$ cat config.mk
export PLATFORM = sky130hd
export DESIGN_NAME = uart_rx_core
export DESIGN_NICKNAME = d
export VERILOG_FILES = /design/src/rtl/uart_rx_core.sv
export SDC_FILE = /design/constraint.sdc
export NUM_CORES = 1
export LEC_CHECK = 0
export BUFFER_PORTS_ARGS = -buffer_cell sky130_fd_sc_hd__clkbuf_2
export CAP_MARGIN = 20
export CELL_PAD_IN_SITES_DETAIL_PLACEMENT = 0
export CELL_PAD_IN_SITES_GLOBAL_PLACEMENT = 1
export CORE_MARGIN = 2
export CORE_UTILIZATION = 40
export CTS_BUF_LIST = sky130_fd_sc_hd__clkbuf_4 sky130_fd_sc_hd__clkbuf_8
export CTS_CLUSTER_DIAMETER = 100
export DETAILED_ROUTE_END_ITERATION = 7
export PLACE_DENSITY = 0.87
export SETUP_SLACK_MARGIN = 0.4
export SKIP_LAST_GASP = 1
export SLEW_MARGIN = 20
export SYNTH_ARGS = -nofsm -noshare
export SYNTH_HDL_FRONTEND = slang
export SYNTH_SLANG_ARGS = --single-unit
export TNS_END_PERCENT = 1
$ cat constraint.sdc
create_clock -name clk -period 2 [get_ports clk]
set_clock_uncertainty 0.05 [all_clocks]
set_input_delay 0.4 -clock clk [delete_from_list [all_inputs] [get_ports clk]]
set_output_delay 0.4 -clock clk [all_outputs]
set_load 0.05 [all_outputs]
$ cat src/rtl/uart_rx_core.sv
module uart_rx_core #(
  parameter int OSR   = 16,
  parameter int TO_W  = 8,
  parameter int LVL_W = 6
) (
  input  logic             clk,
  input  logic             rst_n,
  input  logic             tick,
  input  logic             rxd,
  input  logic [1:0]       cfg_size,
  input  logic             cfg_par_en,
  input  logic [1:0]       cfg_par_mode,
  input  logic             cfg_two_stop,
  input  logic [TO_W-1:0]  cfg_to_chars,
  input  logic [LVL_W-1:0] cfg_rts_lvl,
  input  logic             cfg_flow_pol,
  input  logic             fifo_full,
  input  logic             fifo_empty,
  input  logic             fifo_rd,
  input  logic [LVL_W-1:0] fifo_level,
  input  logic             stat_rd,
  input  logic [4:0]       fl_clr,
  output logic             rx_valid,
  output logic [7:0]       rx_data,
  output logic             par_bit,
  output logic             rx_busy,
  output logic             brk_stat,
  output logic [4:0]       flags,
  output logic             rts
);
  localparam int HALF = OSR / 2;
  localparam int OS_W = $clog2(OSR);
  localparam int CT_W = $clog2(12 * OSR + 1);

  typedef enum logic [2:0] {S_IDLE, S_START, S_DATA, S_PAR, S_STOP, S_BRK, S_WAIT} st_t;
  st_t st;

  logic [OS_W-1:0] os;
  logic [2:0]      idx;
  logic [7:0]      shreg;
  logic            pbit_r, zero_r;
  logic [1:0]      brk_left;
  logic [CT_W-1:0] tk;
  logic [TO_W-1:0] ch;

  wire samp = tick && (os == OS_W'(OSR - 1));
  wire half = tick && (os == OS_W'(HALF - 1));
  wire [2:0] last_idx = 3'(cfg_size) + 3'd4;
  wire [3:0] frame_bits = 4'd6 + 4'(cfg_size) + 4'(cfg_par_en) + (cfg_two_stop ? 4'd2 : 4'd1);
  wire [CT_W-1:0] char_ticks = CT_W'(frame_bits) * CT_W'(OSR);

  logic exp_par;
  always_comb
    case (cfg_par_mode)
      2'd0:    exp_par = ^shreg;
      2'd1:    exp_par = ~^shreg;
      2'd2:    exp_par = 1'b1;
      default: exp_par = 1'b0;
    endcase

  wire stop_ok   = (st == S_STOP) && samp && rxd;
  wire char_done = ((st == S_STOP) && samp && (rxd || !zero_r)) || ((st == S_BRK) && samp && rxd);
  wire brk_det   = (st == S_BRK) && samp && !rxd && (brk_left == 2'd1);
  wire par_err   = char_done && cfg_par_en && (pbit_r != exp_par);
  wire to_arm    = !fifo_empty && !fifo_rd && !char_done;
  wire to_hit    = to_arm && tick && (ch != cfg_to_chars) && (tk == char_ticks - 1'b1)
                   && (ch + 1'b1 == cfg_to_chars);
  wire [4:0] set_v = {to_hit, brk_det, char_done && fifo_full, par_err, char_done && !stop_ok};

  assign rx_busy = (st != S_IDLE);

  always_ff @(posedge clk or negedge rst_n)
    if (!rst_n) begin
      st <= S_IDLE; os <= '0; idx <= '0; shreg <= '0;
      pbit_r <= 1'b0; zero_r <= 1'b1; brk_left <= '0;
    end else begin
      if (tick && st != S_IDLE && st != S_WAIT)
        os <= ((st == S_START) ? half : samp) ? '0 : os + 1'b1;
      case (st)
        S_IDLE: if (tick && !rxd) begin
          st <= S_START; os <= '0; idx <= '0; shreg <= '0; zero_r <= 1'b1;
        end
        S_START: if (half) st <= rxd ? S_IDLE : S_DATA;
        S_DATA: if (samp) begin
          shreg[idx] <= rxd;
          zero_r     <= zero_r && !rxd;
          idx        <= idx + 1'b1;
          if (idx == last_idx) st <= cfg_par_en ? S_PAR : S_STOP;
        end
        S_PAR: if (samp) begin
          pbit_r <= rxd; zero_r <= zero_r && !rxd; st <= S_STOP;
        end
        S_STOP: if (samp) begin
          if (rxd || !zero_r) st <= S_IDLE;
          else begin
            st <= S_BRK; brk_left <= cfg_two_stop ? 2'd2 : 2'd1;
          end
        end
        S_BRK: if (samp) begin
          if (rxd) st <= S_IDLE;
          else if (brk_left == 2'd1) st <= S_WAIT;
          else brk_left <= brk_left - 1'b1;
        end
        default: if (rxd) st <= S_IDLE;
      endcase
    end

  always_ff @(posedge clk or negedge rst_n)
    if (!rst_n) begin
      rx_valid <= 1'b0; rx_data <= '0; par_bit <= 1'b0;
      flags <= '0; brk_stat <= 1'b0; rts <= 1'b0;
    end else begin
      rx_valid <= char_done && !fifo_full;
      if (char_done && !fifo_full) begin
        rx_data <= shreg;
        par_bit <= (cfg_size == 2'd3) && cfg_par_en && pbit_r;
      end
      flags    <= (flags & ~fl_clr) | set_v;
      brk_stat <= brk_det || (brk_stat && !stat_rd);
      rts      <= cfg_flow_pol ? (fifo_level < cfg_rts_lvl) : (fifo_level >= cfg_rts_lvl);
    end

  always_ff @(posedge clk or negedge rst_n)
    if (!rst_n) begin
      tk <= '0; ch <= '0;
    end else if (!to_arm) begin
      tk <= '0; ch <= '0;
    end else if (tick && ch != cfg_to_chars) begin
      if (tk == char_ticks - 1'b1) begin
        tk <= '0; ch <= ch + 1'b1;
      end else tk <= tk + 1'b1;
    end
endmodule


# After elaboration in Yosys (flattened, before gate mapping)
# Cells that the tools add are included.
# word_totals
reg_bits	55
word_cells	166
out_inout_bits	18
in_bits	40
# classes
n_lt_le_gt_ge	4
reduce_logical	56
add_sub_neg	10
mux	47
bitwise	3
eq_ne	31
# ops
cell	n
8-bit two-way mux	8
3-bit two-way mux	14
1-bit logical AND	29
2-bit != test, second input constant	10
3-bit one-hot mux with 6 select lines	1
8-bit by 1-bit adder with 8-bit output, second input constant	2
8-bit equality test	2
2-bit two-way mux	8
4-bit two-way mux	4
8-bit one-hot mux with 2 select lines	1
9-bit AND reduction	1
8-bit bitwise mux	1
1-bit logical NOT	8
8-bit != test	1
8-bit XNOR reduction	1
8-bit parity	1
8-bit by 1-bit subtractor with 8-bit output, second input constant	1
7-bit nonzero test	1
3-bit by 2-bit equality test with 1-bit output, second input constant	2
3-bit equality test, second input constant	2
6-bit greater-or-equal comparator	1
6-bit less-than comparator	1
2-bit by 1-bit != test with 1-bit output, second input constant	3
3-bit one-hot mux with 2 select lines	1
35 further kinds	47

# Longest topological paths before layout
# Gate-level depths: netlist of the first run.
# logic_depth
ltp_word	12
ltp_mapped	12
ltp_nobuf	11

# Worst setup path before layout of the first run
# No wires, ideal clock.
# synth_path
path_type	input -> register
start	input cfg_size[0]
end	register tk[5]
setup_time_ns	0.078
setup_slack_ns	-0.596
required_ns	1.872
arrival_ns	2.468
path_buffers	0
stages	9
path_cell_list	fa_1 ha_1 inv_1 ha_1 xor2_1 and3_1 and3_1 or4_1 a21oi_1
# synth_between
elab_chain_len	8
# synth_rtl
item	line_no	text
start, declared	10	input logic [1:0] cfg_size,
3-bit by 2-bit adder with 4-bit output	49	wire [3:0] frame_bits = 4'd6 + 4'(cfg_size) + 4'(cfg_par_en) + (cfg_two_stop ? 4'd2 : 4'd1);
4-bit by 1-bit adder with 4-bit output	49	
4-bit by 2-bit adder with 4-bit output	49	
8-bit by 1-bit subtractor with 8-bit output	129	if (tk == char_ticks - 1'b1) begin
8-bit equality test	129	
8-bit two-way mux	129	
8-bit two-way mux	128	end else if (tick && ch != cfg_to_chars) begin
8-bit two-way mux	126	end else if (!to_arm) begin
end signal, assigned	131	end else tk <= tk + 1'b1;
end, declared	43	logic [CT_W-1:0] tk;
# Every way passes these cells. The select of a mux whose other input is x is not followed.
# A chain may end at the register's enable or synchronous reset.

# Worst setup path in the final report of the first run
# layout_path
start	input cfg_size[0]
end	register tk[6]
# The elaborated chain is that of the path after synthesis.

==> results of run 1 <==
## stage by stage
step | instances | utilization
global route | 577 | 0.5246
CTS | 577 | 0.5159
finish | 577 | 0.5246
floorplan | 373 | -
detailed placement | 567 | 0.4934
global placement | 567 | 0.4934
## flip-flops by register name, indices dropped and copies added (netlist names), 3 cells and up
| signal | flops |
|---|---|
| shreg | 8 |
| st | 3 |
| os | 4 |
| idx | 3 |
| flags | 5 |
| ch | 8 |
| tk | 8 |
| rx_data | 8 |
## report_power, final
group | internal [mW] | switching (mW)
Combinational | 0.467 | 0.526
Clock | 0.406 | 0.377
Sequential | 1.18 | 0.101
## placed cells by master (no fill, tap or decap), drive strengths merged, types with 7 or more instances in the layout
master / Yosys / layout
a21oi: 18 / 18
and3: 10 / 10
buf: 7 / 47
clkbuf: 9 / 63
dfrtp: 54 / 54
ha: 15 / 15
inv: 26 / 26
mux2: 11 / 11
mux2i: 7 / 7
nand2: 37 / 37
nand3: 18 / 18
nand4: 7 / 7
nor2: 16 / 16
o21ai: 20 / 20
or4: 7 / 7
xnor2: 16 / 16
xor2: 17 / 17
## critical path, delay by kind of cell
kind | cells | cell delay [ps]
adders and majority gates | 3 | 850
and+or+nand+nor | 2 | 580
xor gates and xnor gates | 2 | 320
buffers and inverters | 3 | 310
AOI/OAI and AO/OA | 1 | 140
## logic make-up (layout without fill, tap and decap cells)
kind of cell,after synthesis,after routing,share of synthesized area
mux,18,18,0.05552
buf+inv,42,138,0.05193
simple gates,131,131,0.2042
flops,55,55,0.3943
xor+xnor,33,33,0.08273
compound gates,78,78,0.1519
fa+ha+maj,16,16,0.05946
## cell type report
| type | count | area [µm²] | share of cell area |
|---|---|---|---|
| clock buffers | 6 | 82.58 | 0.01832 |
| clock inverters | 2 | 35.03 | 0.007771 |
| inverters | 26 | 100.1 | 0.02220 |
| multi-input cells | 276 | 2077 | 0.4607 |
| flip-flops and latches | 55 | 1378 | 0.3056 |
| well taps | 108 | 135.1 | 0.02998 |
| repair buffers | 104 | 700.7 | 0.1554 |
## worst paths after layout
| path | depth (start not counted) | from | slack, ps | endpoint |
|---|---|---|---|---|
| setup / recovery | 11 | cfg_size[0] | -390 | tk[6] |
| hold / removal | 2 | rst_n | 30 | rx_data[7] |
| setup reg to reg | 7 | ch[7] | -30 | ch[3] |
| hold reg to reg | 1 | brk_left[0] | 460 | brk_left[0] |
| max in group asynchronous | 2 | rst_n | 1590 | zero_r |
| min in group clk | 2 | fl_clr[3] | 200 | flags[3] |
## routing by layer
metal / up-vias / global-route usage / wire length [µm]
met3: 8 / 0.03094 / 377
li1: 1527 / - / -
met1: 1488 / 0.2338 / 3792
met5: - / 0 / 0
met2: 74 / 0.3125 / 4069
met4: 0 / 0.03312 / 69
## timing repair
item	4_1_cts	5_1_grt
endpoints found under the hold margin	0	0
buffers inserted	2	0
resized for setup	11	11
endpoints found under the setup margin	50	53
pin swaps	10	5
==> flow_summary.ini, run 1 <==
[sta]
setup_viol = 16
layout_worst_path_cycle_share = 1.193
max_freq_ghz = 0.4192
whs_ps = 26.67
final_max_slew_viol_count = 0
final_hold_viol_count = 0
period_minus_slack_ps = 2386
worst_slew_pin_slew_ps = 553.7
setup_ws_ps = -385.7
rsz0062_at_grt = yes
tns_ps = -4585
relSlewSlack = 0.6277

[floorplanning]
pin_count = 58
die_h_um = 97.45
core_um2 = 8593
dieWidth_um = 97.45
initial_core_util = 0.4065
row_count = 34
die_area_um2 = 9497

[clock_tree]
cts_tree = yes
numCtsBuffers = 5
clk_latency_ps = 310
clock_sinks = 55
hold_buffers = 0
clk_pin_slew_ps = 100
htreeDepth = 2
clock_path_buffers = 2
cts_root_buffer = clkbuf_8

[place]
dp_slack_ps = -819.4
port_buffers = 57
place_area_um2 = 4240
dp_hpwl_um = 6267
gp_congestion = 0.8287

[worst_setup_path]
arrival_ps = 2590
start_kind = primary input
cpMostUsedCell = ha_4
critical_path_class = primary input to register
end_kind = register
path_cells = clkbuf_8 -> fa_2 -> ha_4 -> inv_2 -> ha_4 -> xnor2_4 -> xnor2_2 -> buf_4 -> and3_4 -> or4_4 -> a21oi_2
critPathSlowestCell = or4_4
critPathMaxStageDelay_ps = 420
cp_max_fo = 6
critPathRequiredTime_ps = 2200

[route]
ant_nets = 0
drt-total-wl_um = 8309
vias_per_cell = 5.367
vias = 3097
drc = 0
drt_iter0_markers = 112
drt_pass1_iterations = 4
wl_per_cell_um = 14.40

[yosys]
async_reset_ff_frac = 1.000
syn_area_um2 = 3493
synth_area_leaders = dfrtp_1 (39%), ha_1 (5.4%), xor2_1 (4.3%), xnor2_1 (4.0%), nand2_1 (4.0%)
yosysSeqAreaShare = 0.3943
synth_cell_type_count = 62
avgSynthCellArea_um2 = 9.366
synthTopCellsByCount = dfrtp_1 (54), nand2_1 (37), inv_1 (26)
synth-seq-cells = 55
yosysTopAreaCellShare = 0.3868
synth_edf_count = 0
synth_nets = 429
synth_most_common_cell = dfrtp_1
synth_cells = 373
synth_top_flop_cell = dfrtp_1
yosysWarnings = 0
synth_top_area_cell = dfrtp_1

[finish]
drive_gt1_frac = 0.3326
area_delta_synth_final_pct = 29.05
diodes = 0
fin_area_um2 = 4508
nets = 524
n_fill_cell = 785

[job]
max_cap_viol_count = 0

[status]
outcome = finished, violations left
failed_checks = negative setup slack

[min_path]
hold_class = primary input to async pin

[global_routing]
first_global_vias = 3153
grt_util_all_layers = 0.1783
grt_pass1_wl_um = 14130
grt_overflow = 0
antenna_found_initial = 0
grt_max_degree = 56

[pwr]
p_leak_nw = 2.125
finalPower_mw = 3.055
p_per_area_nw_per_um2 = 677.6
irDropWorstVdd_mv = 0.3596
Note: power is estimated with default switching activity, not from simulation.
==> run 2: changes to the inputs <==
RECOVER_POWER = 25   (was not set)
==> flow_summary.ini, run 2 (synthesis gave the netlist of run 1 again) <==
[sta]
relSlewSlack = 0.07803
layout_worst_path_cycle_share = 1.193
setup_ws_ps = -385.8
final_max_slew_viol_count = 0
final_hold_viol_count = 0
setup_viol = 16
worst_slew_pin_slew_ps = 1383
rsz0062_at_grt = yes
max_freq_ghz = 0.4191
period_minus_slack_ps = 2386

[floorplanning]
die_area_um2 = 9497
pin_count = 58
initial_core_util = 0.4065
dieWidth_um = 97.45
core_um2 = 8593
row_count = 34
die_h_um = 97.45

[route]
drt-total-wl_um = 8318
drt_pass1_iterations = 4
drc = 0
vias_per_cell = 5.369
wl_per_cell_um = 14.42
drt_iter0_markers = 114
ant_nets = 0
vias = 3098

[worst_setup_path]
critPathRequiredTime_ps = 2200
crit_family = adder cells
arrival_ps = 2590
end_kind = register
cpMostUsedCell = ha_4
reg2reg_from = ch[7]
r2r_cells = 7
critPathMaxStageDelay_ps = 420
path_cells = clkbuf_8 -> fa_2 -> ha_4 -> inv_2 -> ha_4 -> xnor2_4 -> xnor2_2 -> buf_4 -> and3_4 -> or4_4 -> a21oi_2
r2r_slack_ps = -30
critical_path_buf_inv_count = 3
critPathSlowestCell = or4_4
cp_max_fo = 6
r2r-end = ch[3]
critical_path_class = primary input to register
start_kind = primary input

[finish]
n_fill_cell = 786
diodes = 0
seq_area_um2 = 1378
multi_input_area_um2 = 2077
nets = 524
final_core_util = 0.5229
layout_common_cells = clkbuf_2 (56), dfrtp_1 (54), buf_4 (42), nand2_1 (37), inv_1 (22)
fin_area_um2 = 4493
drive_gt1_frac = 0.3326
area_delta_synth_final_pct = 28.62
final_common_cell = clkbuf_2

[pwr]
p_clk_frac = 0.257
p_leak_nw = 2.119
switchingPower_mw = 1.004
switching_share = 0.3290
internal-power_mw = 2.047
share_comb_of_total_power = 0.324
finalPower_mw = 3.051
p_per_area_nw_per_um2 = 679.0
irDropWorstVdd_mv = 0.3596
pwr-share-seq = 0.419

[place]
port_buffers = 57
dp_hpwl_um = 6267
gp_congestion = 0.8287
place_area_um2 = 4240
dp_slack_ps = -819.4

[global_routing]
grt_max_degree = 56
grt_pass1_wl_um = 14130
grt_overflow = 0
antenna_found_initial = 0
first_global_vias = 3153
grt_util_all_layers = 0.1783

[min_path]
worstHoldEndpoint = flags[3]
min_path_cells = 2
hold_class = primary input to register
holdCritStartpoint = fl_clr[3]

[clock_tree]
cts_root_buffer = clkbuf_8
cts_tree = yes
hold_buffers = 0
clk_latency_ps = 310
clock_sinks = 55
htreeDepth = 2
clock_path_buffers = 2
numCtsBuffers = 5
clk_pin_slew_ps = 100

[status]
failed_checks = negative setup slack
outcome = finished, violations left

[job]
max_cap_viol_count = 0
run 2: worst max path at each step:
stage                            start    end  depth (start not counted)  slack [ps]
after global placement    cfg_two_stop  ch[6]                         11        -730
after floorplan            cfg_size[0]  tk[0]                         10        -510
after CTS                  cfg_size[0]  ch[0]                         11        -360
after global routing       cfg_size[0]  tk[5]                         11        -420
after detailed placement  cfg_two_stop  ch[6]                         11        -820
final                      cfg_size[0]  tk[6]                         11        -390
run 2: per-layer routing:
layer  track usage  vias up  part of all wire
met5             0        -                 0
met4       0.03312        0            0.0083
met3       0.03094        8             0.045
met2        0.3125       74              0.49
met1        0.2338     1489              0.46
li1              -     1527                 -
run 2: repair_timing:
action                                  in CTS  in global routing
setup buffers                                2                  0
gates resized for setup                     11                 11
endpoints found under the setup margin      50                 53
pin swaps                                   10                  5
run 2: stage by stage:
stage | cells | TNS, ps | hold WS (ps)
2_1_floorplan | 373 | -5833 | 54.41
3_3_place_gp | 567 | -9605 | 376.4
3_5_place_dp | 567 | -10620 | 383.4
4_1_cts | 577 | -4591 | 40.17
5_1_grt | 577 | -7219 | 212.3
6_report | 577 | -4587 | 204.7
run 2: layout make-up:
cell class / instances / area share
Multi-Input combinational cell: 276 / 0.4623
Sequential cell: 55 / 0.3066
Timing Repair Buffer: 104 / 0.1526
Tap cell: 108 / 0.03008
Inverter: 26 / 0.02228
Clock buffer: 6 / 0.01838
Clock inverter: 2 / 0.007797
run 2: power by group through the flow:
| stage | clock, mW | sequential [mW] | combinational, mW |
|---|---|---|---|
| floorplan | 0 | 1.27 | 0.598 |
| global route | 0.848 | 1.28 | 1.10 |
| detailed placement | 0 | 1.29 | 0.928 |
| global placement | 0 | 1.29 | 0.913 |
| finish | 0.783 | 1.28 | 0.990 |
| CTS | 0.806 | 1.27 | 0.954 |
